**config.mk**
```make
export PLATFORM = sky130hd
export DESIGN_NAME = dram_refresh_ctrl
export DESIGN_NICKNAME = d
export VERILOG_FILES = /design/src/rtl/dref_pkg.sv /design/src/rtl/dref_rst_sync.sv /design/src/rtl/dref_interval.sv /design/src/rtl/dref_backlog.sv /design/src/rtl/dref_fsm.sv /design/src/rtl/dram_refresh_ctrl.sv
export SDC_FILE = /design/constraint.sdc
export NUM_CORES = 1
export LEC_CHECK = 0
export ABC_AREA = 1
export BUFFER_PORTS_ARGS = -buffer_cell sky130_fd_sc_hd__buf_2
export CAP_MARGIN = 20
export CORE_ASPECT_RATIO = 1.4
export CORE_MARGIN = 5
export CORE_UTILIZATION = 45
export DETAILED_ROUTE_END_ITERATION = 10
export GPL_ROUTABILITY_DRIVEN = 0
export GPL_TIMING_DRIVEN = 0
export RECOVER_POWER = 50
export SLEW_MARGIN = 0
export SYNTH_ARGS = -nofsm -noshare
export SYNTH_HDL_FRONTEND = slang
export SYNTH_HIERARCHICAL = 1
export SYNTH_SLANG_ARGS = --single-unit
```
**constraint.sdc**
```tcl
create_clock -name clk -period 1.14 [get_ports clk]
set_clock_uncertainty 0.05 [all_clocks]
set_input_delay 0.057 -clock clk [delete_from_list [all_inputs] [get_ports clk]]
set_output_delay 0.057 -clock clk [all_outputs]
set_load 0.005 [all_outputs]
```
**src/rtl/dref_pkg.sv**
```systemverilog
package dref_pkg;

  typedef enum logic [2:0] {
    ST_PWRUP = 3'd0,
    ST_IDLE  = 3'd1,
    ST_REQ   = 3'd2,
    ST_CASLO = 3'd3,
    ST_RASLO = 3'd4,
    ST_PRECH = 3'd5
  } dref_state_e;

  // whole clock cycles covering a nanosecond span, never fewer than one
  function automatic int ns_to_cyc(input int span_ns, input int period_ns);
    int c;
    c = (span_ns + period_ns - 1) / period_ns;
    return (c < 1) ? 1 : c;
  endfunction

  function automatic int max_int(input int a, input int b);
    return (a > b) ? a : b;
  endfunction

endpackage

```
**src/rtl/dref_rst_sync.sv**
```systemverilog
module dref_rst_sync (
  input  logic clk,
  input  logic rst_n,
  output logic rst_sync_n
);
  logic [1:0] sync_q;

  always_ff @(posedge clk or negedge rst_n) begin
    if (!rst_n) sync_q <= 2'b00;
    else        sync_q <= {sync_q[0], 1'b1};
  end

  assign rst_sync_n = sync_q[1];
endmodule

```
**src/rtl/dref_interval.sv**
```systemverilog
module dref_interval #(
  parameter int PERIOD_CYC = 1562
) (
  input  logic clk,
  input  logic rst_n,
  input  logic enable,
  output logic tick
);
  localparam int CW = (PERIOD_CYC > 2) ? $clog2(PERIOD_CYC) : 1;
  localparam logic [CW-1:0] LAST = CW'(PERIOD_CYC - 1);

  logic [CW-1:0] cnt_q, cnt_d;

  always_comb begin
    cnt_d = cnt_q;
    if (enable) cnt_d = (cnt_q == LAST) ? '0 : cnt_q + 1'b1;
  end

  always_ff @(posedge clk or negedge rst_n) begin
    if (!rst_n) cnt_q <= '0;
    else        cnt_q <= cnt_d;
  end

  assign tick = enable && (cnt_q == LAST);
endmodule

```
**src/rtl/dref_backlog.sv**
```systemverilog
module dref_backlog #(
  parameter int MAX_OWED = 4
) (
  input  logic clk,
  input  logic rst_n,
  input  logic add,
  input  logic take,
  output logic [$clog2(MAX_OWED+1)-1:0] owed,
  output logic pending
);
  localparam int BW = $clog2(MAX_OWED + 1);
  localparam logic [BW-1:0] CAP = BW'(MAX_OWED);

  logic [BW-1:0] owed_q, owed_d;

  always_comb begin
    owed_d = owed_q;
    if (add && !take) begin
      if (owed_q != CAP) owed_d = owed_q + 1'b1;
    end else if (take && !add) begin
      if (owed_q != '0) owed_d = owed_q - 1'b1;
    end
  end

  always_ff @(posedge clk or negedge rst_n) begin
    if (!rst_n) owed_q <= '0;
    else        owed_q <= owed_d;
  end

  assign owed    = owed_q;
  assign pending = (owed_q != '0);
endmodule

```
**src/rtl/dref_fsm.sv**
```systemverilog
module dref_fsm
  import dref_pkg::*;
#(
  parameter int PWRUP_CYC = 20000,
  parameter int SETUP_CYC = 1,
  parameter int STROBE_CYC = 5,
  parameter int PRECH_CYC = 3,
  parameter int WARMUP_N = 8
) (
  input  logic clk,
  input  logic rst_n,
  input  logic pending,
  input  logic gnt,
  output logic start,
  output logic ready,
  output logic req,
  output logic ras_n,
  output logic cas_n
);
  localparam int TW = $clog2(max_int(max_int(PWRUP_CYC, STROBE_CYC),
                                     max_int(SETUP_CYC, PRECH_CYC)) + 1);
  localparam int WW = (WARMUP_N > 1) ? $clog2(WARMUP_N) : 1;
  localparam logic [TW-1:0] PWRUP_LD  = TW'(PWRUP_CYC - 1);
  localparam logic [TW-1:0] SETUP_LD  = TW'(SETUP_CYC - 1);
  localparam logic [TW-1:0] STROBE_LD = TW'(STROBE_CYC - 1);
  localparam logic [TW-1:0] PRECH_LD  = TW'(PRECH_CYC - 1);
  localparam logic [WW-1:0] WARM_LAST = WW'(WARMUP_N - 1);

  dref_state_e   st_q, st_d;
  logic [TW-1:0] tmr_q, tmr_d;
  logic [WW-1:0] warm_q, warm_d;
  logic          rdy_q, rdy_d;
  logic          tmr_zero;

  assign tmr_zero = (tmr_q == '0);

  always_comb begin
    st_d   = st_q;
    tmr_d  = tmr_q;
    warm_d = warm_q;
    rdy_d  = rdy_q;
    start  = 1'b0;
    unique case (st_q)
      ST_PWRUP: begin
        if (tmr_zero) begin
          st_d  = ST_CASLO;
          tmr_d = SETUP_LD;
        end else begin
          tmr_d = tmr_q - 1'b1;
        end
      end
      ST_IDLE: begin
        if (pending) st_d = ST_REQ;
      end
      ST_REQ: begin
        if (gnt) begin
          st_d  = ST_CASLO;
          tmr_d = SETUP_LD;
          start = 1'b1;
        end
      end
      ST_CASLO: begin
        if (tmr_zero) begin
          st_d  = ST_RASLO;
          tmr_d = STROBE_LD;
        end else begin
          tmr_d = tmr_q - 1'b1;
        end
      end
      ST_RASLO: begin
        if (tmr_zero) begin
          st_d  = ST_PRECH;
          tmr_d = PRECH_LD;
        end else begin
          tmr_d = tmr_q - 1'b1;
        end
      end
      ST_PRECH: begin
        if (!tmr_zero) begin
          tmr_d = tmr_q - 1'b1;
        end else if (!rdy_q) begin
          if (warm_q == WARM_LAST) begin
            rdy_d = 1'b1;
            st_d  = ST_IDLE;
          end else begin
            warm_d = warm_q + 1'b1;
            st_d   = ST_CASLO;
            tmr_d  = SETUP_LD;
          end
        end else if (pending) begin
          st_d  = ST_CASLO;
          tmr_d = SETUP_LD;
          start = 1'b1;
        end else begin
          st_d = ST_IDLE;
        end
      end
      default: st_d = ST_IDLE;
    endcase
  end

  always_ff @(posedge clk or negedge rst_n) begin
    if (!rst_n) begin
      st_q   <= ST_PWRUP;
      tmr_q  <= PWRUP_LD;
      warm_q <= '0;
      rdy_q  <= 1'b0;
    end else begin
      st_q   <= st_d;
      tmr_q  <= tmr_d;
      warm_q <= warm_d;
      rdy_q  <= rdy_d;
    end
  end

  assign ready = rdy_q;
  assign cas_n = !((st_q == ST_CASLO) || (st_q == ST_RASLO));
  assign ras_n = !(st_q == ST_RASLO);
  assign req   = (st_q == ST_REQ) ||
                 (rdy_q && ((st_q == ST_CASLO) || (st_q == ST_RASLO) || (st_q == ST_PRECH)));
endmodule

```
**src/rtl/dram_refresh_ctrl.sv**
```systemverilog
module dram_refresh_ctrl
  import dref_pkg::*;
#(
  parameter int CLK_PERIOD_NS = 10,
  parameter int ROWS = 4096,
  parameter int WINDOW_US = 64000,
  parameter int PWRUP_US = 200,
  parameter int WARMUP_N = 8,
  parameter int MAX_OWED = 4,
  parameter int CAS_SETUP_NS = 10,
  parameter int CAS_HOLD_NS = 8,
  parameter int RAS_WIDTH_NS = 50,
  parameter int RAS_PRECH_NS = 30,
  parameter int CYCLE_NS = 90
) (
  input  logic clk,
  input  logic rst_n,
  input  logic refresh_gnt,
  output logic refresh_req,
  output logic init_done,
  output logic ras_n,
  output logic cas_n,
  output logic we_n
);
  localparam int SETUP_CYC  = ns_to_cyc(CAS_SETUP_NS, CLK_PERIOD_NS);
  localparam int STROBE_CYC = ns_to_cyc(max_int(RAS_WIDTH_NS, CAS_HOLD_NS), CLK_PERIOD_NS);
  localparam int CYCLE_CYC  = ns_to_cyc(CYCLE_NS, CLK_PERIOD_NS);
  localparam int PRECH_CYC  = max_int(ns_to_cyc(RAS_PRECH_NS, CLK_PERIOD_NS),
                                      CYCLE_CYC - SETUP_CYC - STROBE_CYC);
  localparam int PWRUP_CYC  = ns_to_cyc(PWRUP_US * 1000, CLK_PERIOD_NS);
  localparam int INTERVAL_CYC = (WINDOW_US * 1000) / (ROWS * CLK_PERIOD_NS);
  localparam int BW = $clog2(MAX_OWED + 1);

  logic          rst_int_n;
  logic          tick, start, pending, ready;
  logic [BW-1:0] owed;

  dref_rst_sync u_rst (
    .clk        (clk),
    .rst_n      (rst_n),
    .rst_sync_n (rst_int_n)
  );

  dref_interval #(.PERIOD_CYC(INTERVAL_CYC)) u_interval (
    .clk    (clk),
    .rst_n  (rst_int_n),
    .enable (ready),
    .tick   (tick)
  );

  dref_backlog #(.MAX_OWED(MAX_OWED)) u_backlog (
    .clk     (clk),
    .rst_n   (rst_int_n),
    .add     (tick),
    .take    (start),
    .owed    (owed),
    .pending (pending)
  );

  dref_fsm #(
    .PWRUP_CYC  (PWRUP_CYC),
    .SETUP_CYC  (SETUP_CYC),
    .STROBE_CYC (STROBE_CYC),
    .PRECH_CYC  (PRECH_CYC),
    .WARMUP_N   (WARMUP_N)
  ) u_fsm (
    .clk     (clk),
    .rst_n   (rst_int_n),
    .pending (pending),
    .gnt     (refresh_gnt),
    .start   (start),
    .ready   (ready),
    .req     (refresh_req),
    .ras_n   (ras_n),
    .cas_n   (cas_n)
  );

  assign init_done = ready;
  // refresh is CAS-before-RAS only, so the write strobe never leaves high
  assign we_n = 1'b1;
endmodule

```
[Word level (Yosys, flattened, before mapping)]
Cells that the tools add are included.
Cells by class
  mux-type cells: 31
  add/sub/neg operators: 5
  bitwise gates (word level): 2
  reductions and logical operators: 22
  eq/ne operators: 17
Operators with widths (number)
  $mux W15: 8
  $pmux W15 S5: 1
  $mux W3: 11
  $pmux W3 S6: 1
  $logic_not A15 Y1: 1
  $sub A15 B1 Y15 const B: 1
  $add A11 B1 Y11 const B: 1
  $eq A11 B11 Y1 const B: 1
  $mux W11: 1
  $eq A3 B3 Y1 const B: 3
  $ne A2 B1 Y1 const B: 4
  $reduce_and A4 Y1: 2
  $add A3 B1 Y3 const B: 2
  $eq A3 B2 Y1 const B: 2
  $mux W1: 6
  $ne A2 B2 Y1 const B: 3
  $reduce_and A6 Y1: 1
  $reduce_bool A5 Y1: 1
  $logic_and A1 B1 Y1: 4
  $logic_not A1 Y1: 4
  $mux W2: 2
  $ne A4 B3 Y1 const B: 1
  $ne A4 B4 Y1 const B: 1
  $reduce_bool A2 Y1: 2
  other kinds (10): 13
Storage, ports and cells
  register bits after elaboration: 38
  output and inout port bits: 5
  logic and storage cells: 84
  input bits: 3

[Logic depth before layout (Yosys ltp)]
Gate-level depths: netlist of run 1.
  word-level depth: 9
  mapped depth: 17
  mapped depth without buffers: 17

[Hierarchy]
Netlist of run 1, hierarchy kept.
By module, submodules not included
  dref_fsm: cells an instance 203, area each 1537.7 sq um, instances 1, seq. area each 561.8 sq um
  dref_interval: cells an instance 84, area each 664.4 sq um, instances 1, seq. area each 275.3 sq um
  dref_backlog: cells an instance 30, area each 221.5 sq um, instances 1, seq. area each 75.1 sq um
  dref_rst_sync: cells an instance 3, area each 53.8 sq um, instances 1, seq. area each 50.0 sq um
  dram_refresh_ctrl: cells an instance 2, area each 11.3 sq um, instances 1, seq. area each 0.0 sq um

[Worst setup path after synthesis of run 1]
Ideal clock, no wire load.
  kind: reg2reg
  start: reg u_fsm.tmr_q[0]
  end: reg u_backlog.owed_q[2], in the netlist u_backlog/owed[2]
  period minus slack after synthesis: 2286 ps
  path buffers: 0
  setup slack: -1146 ps
  cell stages (with the launch flop): 18
  required time: 974 ps
  arrival: 2119 ps
  library setup time: 116 ps
  path through: dfstp_2 > inv_1 > ha_1 > nand3_4 > nor2_8 > nand2_4 > nor2_4 > nand3_1 > o21ai_0 > inv_1 > nand2_1 > fa_1 > inv_1 > nand2_1 > nand2_1 > nand2_2 > nand2_1 > nand2_1
Between the ends
  cells in the longest elaborated chain, start to end: 7
  elaborated cells on any way between the ends: 11
  classes of those cells: eq/ne (1); mux (3); reduce/logical (7)
RTL lines
  start: declaration: line dref_fsm.sv:30  | logic [TW-1:0] tmr_q, tmr_d;
  start signal: assignment: line dref_fsm.sv:110  | tmr_q <= tmr_d;
  $logic_not A15 Y1 (*): line dref_fsm.sv:35  | assign tmr_zero = (tmr_q == '0);
  $mux W1 (*): line dref_fsm.sv:79  | if (!tmr_zero) begin
  $pmux W1 S2 (*): line dref_fsm.sv:43  | unique case (st_q)
  named net start: line dram_refresh_ctrl.sv:35  | logic tick, start, pending, ready;
  $logic_not A1 Y1: line dref_backlog.sv:18  | if (add && !take) begin
  $logic_and A1 B1 Y1: line dref_backlog.sv:18
  $ne A2 B2 Y1 (no source line) / $reduce_bool A2 Y1 (equally long branches)
  $reduce_and A3 Y1 (no source line)
  end signal: assignment: line dref_backlog.sv:27  | else owed_q <= owed_d;
  end: declaration: line dref_backlog.sv:14  | logic [BW-1:0] owed_q, owed_d;
The timed path passes the listed nets; every way through them passes the cells marked *.
A chain may end at the register's enable or synchronous reset.

[Final worst setup path of run 1]
Ends and elaborated chain as after synthesis.

==> results.py, run 1 <==
metrics = {
    "timing": {
        "final_hold_viol_count": 0,
        "worstMarginPinSlew_ns": 0.7980,
        "fin_crit_sh_pct": 180.3,
        "slew_headroom_pct": 46.80,
        "setup_violations": 39,
        "rsz0062_at_grt": "true",
        "period_needed_ns": 2.056,
        "max_freq_mhz": 486.5,
        "final_max_slew_viol_count": 0,
        "fin_ws_ns": -0.9155,
        "setup_tns_ns": -18.91,
    },
    "logic_synthesis": {
        "yosys.area.top_type": "dfrtp_1",
        "yosys.area.top_type_share_pct": 29.16,
        "syn_area_per_cell_sq_um": 7.729,
        "yosys-top-cells-count": "nand2_1, inv_1, nor2_1",
        "synth_area_leaders": "dfrtp_1, nand2_1, dfstp_2",
        "yosysWarnings": 6,
        "yosysMostFrequentCell": "nand2_1",
        "async_reset_ff_share_pct": 100.0,
        "synth_edf_count": 0,
        "ys_ff_latch": 38,
        "syn-num-nets": 331,
        "synth_area_sq_mm": 0.002489,
        "synth_cell_types": 42,
        "ys_seq_area_share_pct": 38.66,
        "syn-instance-count": 322,
        "yosys_most_used_dff": "dfrtp_1",
    },
    "global_routing": {
        "gr-total-overflow": 0,
        "antenna_found_initial": 0,
        "grt_max_degree": 37,
        "grt_pass1_vias": 2247,
        "grt_pass1_wl_um": 9673,
        "grt_util_all_layers_pct": 17.01,
    },
    "floorplanning": {
        "core_area_sq_mm": 0.005445,
        "initial_core_util_pct": 45.70,
        "io_pins": 8,
        "die_y_um": 97.99,
        "rows": 32,
        "die_area_sq_mm": 0.007139,
        "die_w_um": 72.85,
    },
    "power_and_ir_drop": {
        "power.leakage_nw": 1.715,
        "vdd_drop_max_uv": 568.9,
        "p_per_area_mw_per_mm2": 696.4,
        "p_total_mw": 2.376,
    },
    "cells_and_area": {
        "syn2layout_area_growth_pct": 37.10,
        "utilization_pct": 62.66,
        "nNetsFinal": 393,
        "diodes": 0,
        "layout-drive-gt1-share_pct": 44.42,
        "final_cell_count_no_fill": 453,
    },
    "clock_tree": {
        "root_buffer": "clkbuf_8",
        "clk_pin_slew_worst_paths_ns": 0.08,
        "cts_buffers": 5,
        "cts_tree": "built",
        "cts_sinks": 38,
        "cts.htree.levels": 2,
        "clock_latency_ns": 0.29,
        "clockBufferDepth": 2,
    },
    "drt": {
        "via_count": 2246,
        "drt-initial-drc-count": 113,
        "wl_per_cell_um": 13.02,
        "routed_wl_um": 5896,
        "drt-pass1-iter-count": 4,
        "ant_nets": 0,
        "drc_errors": 0,
        "via_per_inst": 4.958,
    },
    "placement": {
        "dp.cells": 396,
        "dp_slack_ns": -1.122,
        "port_buffers": 6,
        "dp_hpwl_um": 3600,
    },
    "min_path": {
        "hold_class": "in -> async",
    },
    "critical_path": {
        "endpoint_kind": "flip-flop",
        "crit_path_start_kind": "flip-flop",
        "worstPathRequired_ns": 1.28,
        "crit_fanout": 2,
        "crit_arrival_ns": 2.19,
        "path_class": "reg -> reg",
    },
    "job": {
        "drv_cap": 0,
    },
    "run_status": {
        "outcome": "finished with violations",
        "violations": "setup timing",
    },
}
[worst paths after layout]
kind	startpoint	to	slack, ns	cells after the start
min	rst_n	u_rst/sync_q[0]	0.03	2
max in group asynchronous	u_rst/sync_q[1]	u_fsm/ready	0.17	0
min reg2reg	u_rst/sync_q[1]	u_fsm/tmr_q[8]	0.31	0
min in group clk	refresh_gnt	u_fsm/st_q[2]	0.28	6
max reg2reg	u_fsm/tmr_q[0]	u_backlog/owed[2]	-0.92	17
max	u_fsm/tmr_q[0]	u_backlog/owed[2]	-0.92	17
[cells in the final DEF (no fill, tap or decap), types with 3 or more instances in the layout]
cell type  instances
nand2_1           65
inv_1             36
buf_4             35
nor2_1            28
dfrtp_1           22
buf_6             17
nand2_2           17
nor2_4            17
nand3_1           15
nand2_4           11
inv_2             10
nand4_1            9
dfstp_2            9
clkbuf_8           7
dfrtp_2            7
nand3_2            7
o21ai_0            6
o21ai_2            5
a21oi_1            5
o21ai_1            5
inv_4              4
xor2_1             4
buf_2              3
nand3_4            3
nor3_1             3
nor2_2             3
ha_4               3
[registers in the layout, summed over array words and instances (netlist names)]
signal	count
u_fsm/tmr_q	15
u_fsm/st_q	3
u_interval/cnt_q	11
u_rst/sync_q	2
u_fsm/warm_q	3
u_fsm/ready	1
u_backlog/owed	3
[layout make-up]
cell class              count  area (sq um)
clock buffers               6         82.58
plain buffers               4         43.79
repair buffers             55         473.0
well taps                  68         85.08
fillers                   483          2033
clock inverters             2         12.51
inverters                  50         197.7
multi-input cells         230          1546
flip-flops and latches     38         970.9
[through the flow]
stage	hold WS (ns)	instance area (sq um)
after floorplan	-0.2886	2516
after global placement	-0.2083	2631
after detailed placement	-0.1989	2631
after CTS	0.008774	3094
after global routing	0.04892	3412
final	0.03100	3412
[worst max-delay path, cell delays in order (launching register included)]
cell and delay [ns]:
dfstp_2 0.56, inv_4 0.04, ha_4 0.15, nand3_4 0.11
nor2_8 0.04, nand2_4 0.07, nor2_4 0.04, nand3_2 0.06
o21ai_2 0.06, inv_2 0.06, nand2_2 0.06, fa_2 0.36
inv_2 0.06, nand2_2 0.04, nand2_2 0.06, nand2_2 0.04
nand2_1 0.05, nand2_1 0.04
[metal layers]
layer  up-vias  global-route usage (%)  routed length [um]
li1       1133                       -                   -
met1      1057                   17.69                2295
met2        35                   31.50                3239
met3        21                   3.296                 114
met4         0                   8.097                 247
met5         -                       0                   0
[kinds of logic (layout without fill, tap and decap cells)]
| group | after synthesis | count (layout) | share of synthesized area, % |
|---|---|---|---|
| DFF | 38 | 38 | 38.66 |
| buffers and inverters | 54 | 117 | 9.250 |
| other | 2 | 2 | 0.3018 |
| AOI/OAI and AO/OA | 28 | 28 | 6.385 |
| xor gates and xnor gates | 7 | 7 | 2.464 |
| adders and majority gates | 6 | 6 | 3.318 |
| and+or+nand+nor | 187 | 187 | 39.62 |
[timing repair]
item | in CTS | in global routing
gates cloned | 0 | 1
buffers inserted | 31 | 22
hold buffers | 1 | 0
setup endpoints to repair | 38 | 44
pin swaps | 19 | 28
resized for setup | 37 | 57
endpoints found under the hold margin | 2 | 0
[report_power, final]
| group | total [mW] | internal, mW | switching, mW |
|---|---|---|---|
| Sequential | 1.38 | 1.35 | 0.0251 |
| Clock | 0.987 | 0.487 | 0.501 |
| Combinational | 0.0121 | 0.00655 | 0.00555 |
No activity file was read; power rests on OpenSTA's default activity.
==> run 2, diff against run 1 <==
REMOVE_ABC_BUFFERS = 1   (was not set)
SKIP_CTS_REPAIR_TIMING = 1   (was not set)
==> run 2 against run 1 <==
Net effect: the run still ends with setup timing left; critical path depth unchanged; sequential cell count unchanged; count of clock-buffer cells in the layout grew 2; die area did not move; wire length shrank 8.8%.
==> results.py, run 2 (same netlist as run 1, synthesis figures left out) <==
metrics = {
    "cells_and_area": {
        "register_area_sq_um": 968.4,
        "final_cell_count_no_fill": 439,
        "syn2layout_area_growth_pct": 27.15,
        "layout-drive-gt1-share_pct": 36.12,
        "nNetsFinal": 379,
        "final_common_cell": "nand2_1",
        "diodes": 0,
        "multi_input_area_sq_mm": 0.001443,
        "largest_reg_flops": 15,
        "layout_common_cells": "nand2_1, inv_1, nor2_1",
        "stdcell_area_sq_mm": 0.003164,
        "fillers": 527,
        "reg.largest.list": "u_fsm/tmr_q x15, u_interval/cnt_q x11",
        "regMostFlops": "u_fsm/tmr_q",
    },
    "global_routing": {
        "grt_max_degree": 37,
        "use_met1_pct": 17.90,
        "gr-total-overflow": 0,
        "grt_pass1_wl_um": 8335,
        "antenna_found_initial": 0,
        "busiest_layer": "met2",
        "grt_pass1_vias": 1943,
        "met2_usage_pct": 24.41,
        "grt_util_all_layers_pct": 14.34,
        "grt_util_met3_pct": 2.575,
    },
    "placement": {
        "port_buffers": 6,
        "dp.cells": 392,
        "placed_cell_area_sq_mm": 0.002565,
        "dp_hpwl_um": 3403,
    },
    "timing": {
        "worstMarginPinSlew_ns": 0.8186,
        "fin_ws_ns": -0.9879,
        "final_hold_viol_count": 0,
        "setup_violations": 40,
        "final_max_slew_viol_count": 0,
        "fin_crit_sh_pct": 186.7,
        "max_freq_mhz": 469.9,
        "slew_headroom_pct": 45.42,
        "setup_tns_ns": -19.93,
        "period_needed_ns": 2.128,
        "rsz0062_at_grt": "true",
    },
    "critical_path": {
        "crit_path_start_kind": "flip-flop",
        "crit_fanout": 4,
        "worstPathRequired_ns": 1.28,
        "reg2reg_to": "u_backlog/owed[2]",
        "rr_worst_depth": 17,
        "timing.rr.start": "u_fsm/tmr_q[0]",
        "endpoint_kind": "flip-flop",
        "path_class": "reg -> reg",
        "r2r_setup_slack_ns": -0.99,
        "worst_path_largest_cell_delay_ns": 0.56,
        "crit_chain": "inv_4 -> ha_4 -> nand3_4 -> nor2_8 -> nand2_8 -> nor2_4 -> nand3_2 -> o21ai_1 -> inv_1 -> nand2_2 -> fa_2 -> inv_2 -> nand2_2 -> nand2_2 -> nand2_2 -> nand2_1 -> nand2_1",
        "cpMostUsedCell": "nand2_2",
        "critPathSlowestCell": "dfstp_2",
        "crit_arrival_ns": 2.27,
    },
    "floorplanning": {
        "die_y_um": 97.99,
        "initial_core_util_pct": 45.70,
        "die_w_um": 72.85,
        "die_area_sq_mm": 0.007139,
        "core_area_sq_mm": 0.005445,
        "io_pins": 8,
        "rows": 32,
    },
    "drt": {
        "drc_errors": 0,
        "via_per_inst": 4.882,
        "drt-pass1-iter-count": 4,
        "drt-initial-drc-count": 92,
        "via_count": 2143,
        "routed_wl_um": 5377,
        "wl_per_cell_um": 12.25,
        "ant_nets": 0,
    },
    "clock_tree": {
        "clock_latency_ns": 0.29,
        "cts_buffers": 5,
        "clockBufferDepth": 2,
        "cts_sinks": 38,
        "root_buffer": "clkbuf_8",
        "clk_pin_slew_worst_paths_ns": 0.08,
        "cts_tree": "built",
        "cts.htree.levels": 2,
    },
    "power_and_ir_drop": {
        "seq_power_share_pct": 55.3,
        "vdd_drop_max_uv": 775.9,
        "p_total_mw": 2.491,
        "internal_power_mw": 1.968,
        "power.leakage_nw": 1.639,
        "clkPwrFrac_pct": 44.3,
        "p_per_area_mw_per_mm2": 787.2,
        "combPwrFrac_pct": 0.4,
        "p_sw_uw": 523.0,
        "sw_frac_of_total_pct": 20.99,
    },
    "run_status": {
        "violations": "setup timing",
        "outcome": "finished with violations",
    },
    "job": {
        "drv_cap": 0,
    },
    "min_path": {
        "hold_class": "in -> async",
    },
}
==> run 2: worst max-delay path: cells and delay by family (launching register included) <==
kind | cells | cell delay (ns)
compound gates | 1 | 0.06
fa+ha+maj | 2 | 0.52
simple gates | 11 | 0.64
flops | 1 | 0.56
buf+inv | 3 | 0.19
==> run 2: worst max-delay path by stage <==
stage	depth (start not counted)	endpoint	start	slack, ns
5_1_grt	17	u_backlog/owed[2]	u_fsm/tmr_q[0]	-1.10
3_5_place_dp	17	u_backlog/owed[2]	u_fsm/tmr_q[0]	-1.38
2_1_floorplan	17	u_backlog/owed[2]	u_fsm/tmr_q[0]	-1.15
3_3_place_gp	17	u_backlog/owed[2]	u_fsm/tmr_q[0]	-1.34
4_1_cts	17	u_backlog/owed[2]	u_fsm/tmr_q[0]	-1.39
6_report	17	u_backlog/owed[2]	u_fsm/tmr_q[0]	-0.99
==> run 2: stage by stage <==
step,utilization (%),hold WS (ns),setup slack (ns)
floorplan,-,-0.2886,-1.154
global placement,47.08,-0.2066,-1.345
detailed placement,47.10,-0.2048,-1.383
CTS,49.13,-0.5190,-1.392
global route,58.11,0.03592,-1.104
finish,58.11,0.03189,-0.9879
==> run 2: power by group through the flow <==
stage | registers, mW | clock network (mW) | logic, mW
2_1_floorplan | 1.40 | 0 | 0.00189
3_3_place_gp | 1.40 | 0 | 0.00658
3_5_place_dp | 1.40 | 0 | 0.00654
4_1_cts | 1.38 | 1.14 | 0.00654
5_1_grt | 1.38 | 1.18 | 0.0101
6_report | 1.38 | 1.10 | 0.00903
==> run 2: layer usage <==
layer  share of wire (%)  vias up
met5                   0        -
met4                0.84        0
met3                 2.2        4
met2                  55       23
met1                  42     1006
li1                    -     1110
==> run 2: final cells by class <==
class | count | share of cell area (%)
sequential | 38 | 30.61
multi-input combinational | 230 | 45.59
clock buffer | 8 | 3.480
tap | 68 | 2.689
timing repair buffer | 45 | 11.47
inverter | 50 | 6.168
==> run 3, diff against run 2 <==
SLEW_MARGIN = not set   (was 0)
SYNTH_HIERARCHICAL = not set   (was 1)
clock period = 2.3 ns   (was 1.14 ns; I/O delays follow)
==> run 3 against run 2 <==
Net effect: die area is 0.44% higher; cell area down 8.8%; clock power shrank 48%; sequential power down 50%; global-route usage increased by 1.3 points; the run ends with capacitance limit, slew limit, setup timing left; largest cell class unchanged; cell count fell by 3.0%; setup slack gained 0.86 ns; synthesized area grew 0.50%.
==> results.py, run 3 <==
metrics = {
    "timing": {
        "period_needed_ns": 2.425,
        "fin_crit_sh_pct": 105.4,
        "worstMarginPinSlew_ns": 1.516,
        "final_max_slew_viol_count": 37,
        "fin_ws_ns": -0.1249,
        "final_hold_viol_count": 0,
        "fin_hold_ws_ns": 0.07280,
        "rsz0062_at_grt": "true",
        "slew_headroom_pct": -1.099,
        "setup_violations": 1,
        "max_freq_mhz": 412.4,
    },
    "run_status": {
        "violations": "capacitance limit, slew limit, setup timing",
        "outcome": "finished with violations",
    },
    "power_and_ir_drop": {
        "power.leakage_nw": 1.427,
        "sw_frac_of_total_pct": 21.76,
        "seq_power_share_pct": 53.8,
        "vdd_drop_max_uv": 375.1,
        "p_per_area_mw_per_mm2": 442.2,
        "internal_power_uw": 998.2,
        "clkPwrFrac_pct": 45.0,
        "p_sw_uw": 277.7,
        "combPwrFrac_pct": 1.2,
    },
    "drt": {
        "drt-pass1-iter-count": 4,
        "via_count": 2163,
        "wl_per_cell_um": 12.71,
        "ant_nets": 0,
        "via_per_inst": 5.077,
        "routed_wl_um": 5415,
        "drc_errors": 0,
        "drt-initial-drc-count": 89,
    },
    "critical_path": {
        "r2r_setup_slack_ns": -0.12,
        "crit_fanout": 4,
        "worstPathRequired_ns": 2.43,
        "endpoint_kind": "flip-flop",
        "rr_worst_depth": 14,
        "crit_path_start_kind": "flip-flop",
        "crit_arrival_ns": 2.55,
        "timing.rr.start": "u_fsm.tmr_q[0]",
        "reg2reg_to": "u_backlog.owed[2]",
        "path_class": "reg -> reg",
    },
    "cells_and_area": {
        "stdcell_area_sq_mm": 0.002885,
        "syn2layout_area_growth_pct": 15.36,
        "nNetsFinal": 369,
        "register_area_sq_um": 965.9,
        "final_common_cell": "nand2_1",
        "multi_input_area_sq_mm": 0.001394,
        "regMostFlops": "u_fsm.tmr_q",
        "layout_common_cells": "nand2_1, nor2_1, inv_1",
        "reg.largest.list": "u_fsm.tmr_q x15, u_interval.cnt_q x11",
        "largest_reg_flops": 15,
        "diodes": 0,
        "layout-drive-gt1-share_pct": 22.35,
        "fillers": 549,
    },
    "logic_synthesis": {
        "synth_edf_count": 0,
        "syn_area_per_cell_sq_um": 7.488,
        "synth_cell_types": 36,
        "ys_ff_latch": 38,
        "synth_area_sq_mm": 0.002501,
        "yosys.area.top_type_share_pct": 29.01,
        "yosys_most_used_dff": "dfrtp_1",
        "synth_area_leaders": "dfrtp_1, nand2_1, dfstp_2",
        "ys_seq_area_share_pct": 38.47,
        "syn-instance-count": 334,
        "yosys-top-cells-count": "nand2_1, nor2_1, inv_1",
        "async_reset_ff_share_pct": 100.0,
        "yosys.area.top_type": "dfrtp_1",
        "yosysMostFrequentCell": "nand2_1",
        "yosysWarnings": 0,
    },
    "global_routing": {
        "gr-total-overflow": 0,
        "grt_util_all_layers_pct": 15.66,
        "grt_pass1_wl_um": 8907,
        "grt_max_degree": 37,
        "antenna_found_initial": 0,
        "grt_pass1_vias": 2031,
    },
    "placement": {
        "placed_cell_area_sq_mm": 0.002569,
        "dp_hpwl_um": 3823,
        "port_buffers": 6,
    },
    "clock_tree": {
        "cts.htree.levels": 2,
        "clk_pin_slew_worst_paths_ns": 0.08,
        "clock_latency_ns": 0.29,
        "cts_tree": "built",
        "root_buffer": "clkbuf_8",
        "cts_sinks": 38,
        "clockBufferDepth": 2,
        "cts_buffers": 5,
    },
    "floorplanning": {
        "io_pins": 8,
        "die_w_um": 73.01,
        "initial_core_util_pct": 45.93,
        "die_y_um": 98.21,
        "die_area_sq_mm": 0.007170,
        "rows": 32,
        "core_area_sq_mm": 0.005445,
    },
    "job": {
        "drv_cap": 1,
    },
    "min_path": {
        "hold_class": "in -> async",
    },
}
## run 3: changes by cell type after synthesis, moves of 5 or more
cell and change:
nor2_1 +16, nand3_1 +5, nor2_4 -5, nand2_1 -7
## run 3: layer usage
layer	vias to the layer above	global-route usage, %	wire length [um]
met5	-	0	0
met4	0	6.676	115
met3	9	3.090	88
met2	20	27.98	2943
met1	1022	17.46	2268
li1	1112	-	-
## run 3: power by group through the flow
| stage | Sequential (mW) | Clock [mW] | Combinational (mW) |
|---|---|---|---|
| after floorplan | 0.695 | 0 | 0.00817 |
| after detailed placement | 0.700 | 0 | 0.0126 |
| final | 0.686 | 0.574 | 0.0154 |
| after CTS | 0.688 | 0.592 | 0.0127 |
| after global placement | 0.700 | 0 | 0.0120 |
| after global routing | 0.690 | 0.625 | 0.0175 |
## run 3: logic make-up after synthesis
| group | share of synthesized area, % |
|---|---|
| buf+inv | 9.505 |
| xor+xnor | 3.852 |
| simple gates | 37.37 |
| flops | 38.47 |
| other cells | 0.1499 |
| fa+ha+maj | 4.502 |
| compound gates | 6.153 |
## run 3: how the worst max path moves through the flow
stage	to	from	cells past startpoint
6_report	u_backlog.owed[2]	u_fsm.tmr_q[0]	14
2_1_floorplan	u_backlog.owed[2]	u_fsm.tmr_q[0]	14
3_3_place_gp	u_backlog.owed[2]	u_fsm.tmr_q[0]	14
5_1_grt	u_backlog.owed[2]	u_fsm.tmr_q[1]	14
4_1_cts	u_backlog.owed[2]	u_fsm.tmr_q[0]	14
3_5_place_dp	u_backlog.owed[2]	u_fsm.tmr_q[0]	14
## run 3: metrics by stage
stage	TNS (ns)	instances	setup WS (ns)	utilization [%]	power, mW
floorplan	-0.1405	329	-0.1405	-	0.7032
global placement	-0.6436	403	-0.4075	47.15	0.7119
detailed placement	-0.7295	403	-0.4345	47.17	0.7129
CTS	-0.7887	411	-0.4583	49.17	1.292
global route	-0.2784	426	-0.2445	52.99	1.333
finish	-0.1249	426	-0.1249	52.99	1.276
## run 3: layout make-up
| class | count | share of cell area (%) |
|---|---|---|
| multi-input combinational | 243 | 48.31 |
| timing repair buffer | 21 | 4.987 |
| clock inverter | 3 | 1.388 |
| clock buffer | 5 | 2.385 |
| sequential | 38 | 33.48 |
| inverter | 48 | 6.505 |
| tap | 68 | 2.949 |
## run 3: critical path, stage by stage, from the launching register on
cell	delay [ns]
dfstp_2	0.39
inv_4	0.07
ha_4	0.15
nand3_4	0.08
nor2_4	0.18
nand2_4	0.08
nor3_4	0.19
a31oi_2	0.13
ha_2	0.23
xnor2_2	0.13
ha_2	0.17
nor2_2	0.09
xnor2_1	0.13
nor2_1	0.07
xor2_1	0.16
